**src/rtl/dma_ctl_pkg.sv**
```systemverilog
package dma_ctl_pkg;
  localparam int DW        = 16;
  localparam int NUM_LVL   = 4;
  localparam int SRST_BIT  = 0;
  localparam int DMA_BIT   = 1;
  localparam int CRC_BIT   = 2;
  localparam int LVL_LSB   = 8;

  typedef logic [NUM_LVL-1:0] lvl_t;

  // assemble the read-back word from the individual fields
  function automatic logic [DW-1:0] pack_ctl(logic srst, logic dma, logic crc, lvl_t lvl);
    logic [DW-1:0] w;
    w = '0;
    w[SRST_BIT] = srst;
    w[DMA_BIT]  = dma;
    w[CRC_BIT]  = crc;
    w[LVL_LSB +: NUM_LVL] = lvl;
    return w;
  endfunction

  function automatic lvl_t lvl_of(logic [DW-1:0] w);
    return w[LVL_LSB +: NUM_LVL];
  endfunction
endpackage

```
**src/rtl/dma_ctl_decode.sv**
```systemverilog
module dma_ctl_decode
  import dma_ctl_pkg::*;
(
  input  logic          wr_i,
  input  logic          lock_i,
  input  logic          hold_i,      // reset cycle in progress
  input  logic          srst_bit_i,
  input  logic          dma_bit_i,
  input  logic          crc_bit_i,
  input  lvl_t          lvl_wr_i,
  input  logic          dma_en_i,
  input  logic          crc_en_i,
  input  lvl_t          lvl_q_i,
  output logic          srst_ok_o,
  output logic          lvl_we_o,
  output logic          crc_set_o,
  output logic          crc_off_o,
  output logic          dma_set_o,
  output logic          dma_off_o,
  output logic          err_o
);
  logic acc, norm, busy, prot_change, prot_we, srst_refuse, prot_block;

  always_comb begin
    acc         = wr_i & ~lock_i & ~hold_i;
    busy        = dma_en_i | crc_en_i;
    srst_ok_o   = acc & srst_bit_i & ~busy;
    srst_refuse = acc & srst_bit_i & busy;
    norm        = acc & ~srst_bit_i;
    prot_change = (lvl_wr_i != lvl_q_i) | (crc_bit_i != crc_en_i);
    prot_block  = norm & dma_en_i & prot_change;
    prot_we     = norm & ~dma_en_i;
    lvl_we_o    = prot_we;
    crc_set_o   = prot_we & crc_bit_i;
    crc_off_o   = prot_we & ~crc_bit_i & crc_en_i;
    dma_set_o   = norm & dma_bit_i;
    dma_off_o   = norm & ~dma_bit_i & dma_en_i;
    err_o       = srst_refuse | prot_block;
  end
endmodule

```
**src/rtl/dma_ctl_drain_en.sv**
```systemverilog
// Enable bit whose clear waits for the owning unit to go idle.
module dma_ctl_drain_en (
  input  logic clk_i,
  input  logic rst_ni,
  input  logic clr_i,
  input  logic set_i,
  input  logic off_i,
  input  logic idle_i,
  output logic en_o,
  output logic pend_o
);
  logic want_off;
  assign want_off = (off_i | pend_o) & en_o;

  always_ff @(posedge clk_i or negedge rst_ni) begin
    if (!rst_ni) begin
      en_o   <= 1'b0;
      pend_o <= 1'b0;
    end else if (clr_i) begin
      en_o   <= 1'b0;
      pend_o <= 1'b0;
    end else if (set_i) begin
      en_o   <= 1'b1;
      pend_o <= 1'b0;
    end else if (want_off) begin
      if (idle_i) begin
        en_o   <= 1'b0;
        pend_o <= 1'b0;
      end else begin
        pend_o <= 1'b1;
      end
    end
  end
endmodule

```
**src/rtl/dma_ctl_reg.sv**
```systemverilog
module dma_ctl_reg
  import dma_ctl_pkg::*;
(
  input  logic          clk_i,
  input  logic          rst_ni,
  input  logic          wr_i,
  input  logic [DW-1:0] wdata_i,
  input  logic          lock_i,
  input  logic          crc_busy_i,
  input  logic          buf_empty_i,
  input  logic          burst_done_i,
  output logic [DW-1:0] rdata_o,
  output logic          err_o,
  output logic          srst_o,
  output logic          abort_o
);
  // named internal events
  logic srst_ok, lvl_we, crc_set, crc_off, dma_set, dma_off, wr_err;
  logic dma_en, crc_en, dma_pend, crc_pend, dma_idle, crc_idle;
  logic srst_q, err_q, dma_prev_q;
  lvl_t lvl_q;

  assign dma_idle = buf_empty_i | burst_done_i;
  assign crc_idle = ~crc_busy_i;

  dma_ctl_decode u_dec (
    .wr_i       (wr_i),
    .lock_i     (lock_i),
    .hold_i     (srst_q),
    .srst_bit_i (wdata_i[SRST_BIT]),
    .dma_bit_i  (wdata_i[DMA_BIT]),
    .crc_bit_i  (wdata_i[CRC_BIT]),
    .lvl_wr_i   (lvl_of(wdata_i)),
    .dma_en_i   (dma_en),
    .crc_en_i   (crc_en),
    .lvl_q_i    (lvl_q),
    .srst_ok_o  (srst_ok),
    .lvl_we_o   (lvl_we),
    .crc_set_o  (crc_set),
    .crc_off_o  (crc_off),
    .dma_set_o  (dma_set),
    .dma_off_o  (dma_off),
    .err_o      (wr_err)
  );

  dma_ctl_drain_en u_dma_en (
    .clk_i (clk_i), .rst_ni (rst_ni), .clr_i (srst_ok),
    .set_i (dma_set), .off_i (dma_off), .idle_i (dma_idle),
    .en_o  (dma_en), .pend_o (dma_pend)
  );

  dma_ctl_drain_en u_crc_en (
    .clk_i (clk_i), .rst_ni (rst_ni), .clr_i (srst_ok),
    .set_i (crc_set), .off_i (crc_off), .idle_i (crc_idle),
    .en_o  (crc_en), .pend_o (crc_pend)
  );

  always_ff @(posedge clk_i or negedge rst_ni) begin
    if (!rst_ni) begin
      lvl_q      <= '0;
      srst_q     <= 1'b0;
      err_q      <= 1'b0;
      dma_prev_q <= 1'b0;
    end else begin
      srst_q     <= srst_ok;
      err_q      <= wr_err;
      dma_prev_q <= dma_en;
      if (srst_ok)     lvl_q <= '0;
      else if (lvl_we) lvl_q <= lvl_of(wdata_i);
    end
  end

  assign rdata_o = pack_ctl(srst_q, dma_en, crc_en, lvl_q);
  assign err_o   = err_q;
  assign srst_o  = srst_q;
  assign abort_o = dma_prev_q & ~dma_en;
endmodule

```
**config.mk**
```make
export PLATFORM = sky130hd
export DESIGN_NAME = dma_ctl_reg
export DESIGN_NICKNAME = d
export VERILOG_FILES = /design/src/rtl/dma_ctl_pkg.sv /design/src/rtl/dma_ctl_decode.sv /design/src/rtl/dma_ctl_drain_en.sv /design/src/rtl/dma_ctl_reg.sv
export SDC_FILE = /design/constraint.sdc
export NUM_CORES = 1
export LEC_CHECK = 0
export BUFFER_PORTS_ARGS = -buffer_cell sky130_fd_sc_hd__buf_2
export CAP_MARGIN = 20
export CORE_MARGIN = 2
export CORE_UTILIZATION = 42
export CTS_BUF_LIST = sky130_fd_sc_hd__clkbuf_8
export CTS_CLUSTER_SIZE = 24
export DETAILED_ROUTE_END_ITERATION = 12
export PLACE_DENSITY = 0.82
export SLEW_MARGIN = 20
export SYNTH_ARGS = -nofsm -noshare
export SYNTH_HDL_FRONTEND = slang
export SYNTH_SLANG_ARGS = --single-unit
```
**constraint.sdc**
```tcl
create_clock -name clk_i -period 1.35 [get_ports clk_i]
set_input_delay 0.135 -clock clk_i [delete_from_list [all_inputs] [get_ports clk_i]]
set_output_delay 0.135 -clock clk_i [all_outputs]
set_load 0.01 [all_outputs]
```
==> impl_metrics.csv <==
group,metric,value,unit
outcome,status,"completed",
power_and_ir_drop,power_density,1500,nW/um^2
route,viasPerCell,5.02,
setup_path,crit_fanout,6,
worst_hold_path,whs_path_depth,2,
cells_and_area,syn_to_final_growth,29.0,%
grt,grt_pass1_wl,2.09,mm
synthesis,synth-seq-area-share,42.5,%
timing,setup_viol,0,
synthesis,synthCells,60,
synthesis,synth_edf_count,0,
synthesis,async_flop_share,100,%
grt,grtUsageMet3,7.66,%
grt,first_global_vias,480,
setup_path,crit_slowest_cell,"dfrtp_2",
run,cap_violations,0,
power_and_ir_drop,power.leakage,0.430,nW
setup_path,path_depth,4,
timing,final.min_clock_period,1310,ps
cts,clk-insertion-delay-late,240,ps
synthesis,yosysUniqueCellTypes,24,
timing,grt_setup_unrepaired,"true",
placed_design,place.gp.congestion,0.735,
route,drc,0,
grt,grt.busiest_layer,"met2",
cells_and_area,drive_above_1_share,44.3,%
timing,min_period_over_period,96.7,%
grt,antenna_found_initial,0,
cts,clk_pin_slew,50,ps
setup_path,critical_path_arrival,1430,ps
floorplan,io_pins,42,
timing,hold_viol_final,0,
power_and_ir_drop,clkPwrFrac,25.4,%
cts,cts-buffers-inserted,3,
cts,htreeDepth,1,
setup_path,endpoint_kind,"register",
cts,clockBufferDepth,2,
floorplan,dieArea,1870,sq um
setup_path,critPathKind,"reg2reg",
cts,tritoncts,"yes",
setup_path,max_stage_delay,430,ps
power_and_ir_drop,internal-power,834,uW
timing,fmax,0.766,GHz
cts,cts.sinks,11,
synthesis,ys_ff_latch,11,
route,detail-route-antenna-nets,0,
setup_path,critPathLaunchType,"register",
floorplan,die_h,43.3,microns
timing,whs,126,ps
power_and_ir_drop,power_frac_seq,39.3,%
placed_design,hpwlAfterDp,935,microns
timing,slew_violations,0,
setup_path,worstPathBufferInverterCount,1,
synthesis,yosysWarnings,0,
cts,cts-root-buf,"clkbuf_8",
floorplan,die_w,43.3,microns
cells_and_area,multi_input_area,328,sq um
route,first_iter_violations,3,
cells_and_area,diodes,0,
floorplan,core.rowCount,14,
worst_hold_path,hp-class,"in2reg",
power_and_ir_drop,ir_worst_vdd,0.781,mV
synthesis,synth.avg_cell_area,10.8,sq um
grt,use_met1,19.2,%
synthesis,synth_area,648,sq um
floorplan,initial_core_util,44.0,%
route,wl,1.36,mm
cells_and_area,nFillCells,147,
setup_path,cp_top_family,"flip-flops",
grt,grt-ovfl-total,0,
power_and_ir_drop,p_comb_share,35.3,%
cells_and_area,regArea,277,sq um
timing,fin_setup_tns,0,ps
route,routed-via-count,522,
grt,grt_max_degree,12,
setup_path,r2r_cells,4,
placed_design,portBuffers,23,
grt,grtUsageMet2,24.5,%
floorplan,core_area,1470,sq um
synthesis,synth-main-ff-cell,"dfrtp_1",
power_and_ir_drop,p_sw,423,uW
setup_path,critical_path_required,1470,ps
setup_path,path_cells,"nor3b_2, buf_4, o211ai_1, a22o_1",
cells_and_area,layout.nets,112,
route,drt_first_pass_iters,3,
grt,grt_usage,15.9,%
power_and_ir_drop,switching_share,33.7,%
timing,clock_skew,0.948,ps
route,routedWlPerCell,13.0,microns
==> cell usage in the layout, fill, tap and decap left out, types with 2 or more instances in the layout <==
cell	netlist	routed
dfrtp_1	11	10
a22o_1	4	4
nand2_1	2	2
xnor2_1	5	5
nor2_1	5	5
inv_1	3	4
buf_4	12	4
a2111oi_4	0	2
clkbuf_8	0	3
buf_2	0	23
conb_1	1	9
==> cells in the mapped netlist, drive strengths merged (2+ instances only) <==
master	count	area share [%]
buf	12	14
dfrtp	11	42
a22o	5	6.9
nor2	5	2.9
xnor2	5	6.8
inv	3	1.7
a2111oi	2	4.6
nand2	2	1.2
==> metrics by stage <==
step | instance area, sq um | worst slack, ps | cells | power [mW] | util [%]
after floorplan | 678 | 28.9 | 68 | 0.789 | -
after global routing | 836 | -27.9 | 104 | 1.35 | 56.8
final | 836 | 44.2 | 104 | 1.26 | 56.8
after CTS | 810 | 2.21 | 104 | 1.25 | 55.0
after global placement | 746 | 35.0 | 98 | 0.901 | 50.7
after detailed placement | 746 | -24.1 | 98 | 0.914 | 50.7
==> registers in the layout, summed over array words and instances, names as in the netlist <==
signal and cells:
dma_prev_q 1, u_crc_en.en_o 1, u_dma_en.pend_o 1, lvl_q 4, u_crc_en.pend_o 1, u_dma_en.en_o 1, srst_o 1, err_o 1
==> worst register-to-register path, cell delays in order, from the launching register on <==
cell and delay, ps:
dfrtp_2 430, nor3b_2 190, buf_4 170, o211ai_1 170, a22o_1 250
==> power groups by stage <==
stage	logic (mW)	clock network, mW	registers [mW]
after floorplan	0.269	0	0.520
after global placement	0.412	0	0.489
after detailed placement	0.419	0	0.495
after CTS	0.428	0.329	0.493
after global routing	0.489	0.351	0.508
final	0.444	0.319	0.494
==> final cells by class <==
cell class | count | share of cell area, %
Clock buffer | 3 | 4.94
Clock inverter | 1 | 0.449
Inverter | 3 | 1.35
Multi-Input combinational cell | 42 | 39.2
Sequential cell | 11 | 33.1
Tap cell | 16 | 2.40
Timing Repair Buffer | 28 | 18.6
==> path summary, 6_finish.rpt <==
| path | start | end | slack, ps |
|---|---|---|---|
| min in group asynchronous | rst_ni | err_o$_DFF_PN0_ | 300 |
| min reg2reg | u_crc_en.pend_o$_DFFE_PN0P_ | u_crc_en.en_o$_DFFE_PN0P_ | 500 |
| max | srst_o$_DFF_PN0_ | lvl_q[3]$_DFFE_PN0P_ | 40 |
| min | wdata_i[1] | u_dma_en.pend_o$_DFFE_PN0P_ | 130 |
| max in group asynchronous | rst_ni | srst_o$_DFF_PN0_ | 840 |
| max reg2reg | srst_o$_DFF_PN0_ | lvl_q[3]$_DFFE_PN0P_ | 40 |
==> cell families after synthesis <==
group / synth area share, %
simple gates: 13.5
xor+xnor: 6.76
flops: 42.5
buf+inv: 15.6
compound gates: 21.0
other cells: 0.579
==> timing repair <==
item,4_1_cts,5_1_grt
hold endpoints to repair,11,0
hold buffers,1,0
pin swaps,0,7
buffers inserted,1,0
gates resized for setup,1,4
setup endpoints to repair,2,7
==> routing by layer <==
layer	share of wire, %	routed length (microns)
met1	39	531
met2	52	704
met3	8.0	108
met4	0.96	13
met5	0	0
(Power assumes the default switching activity.)
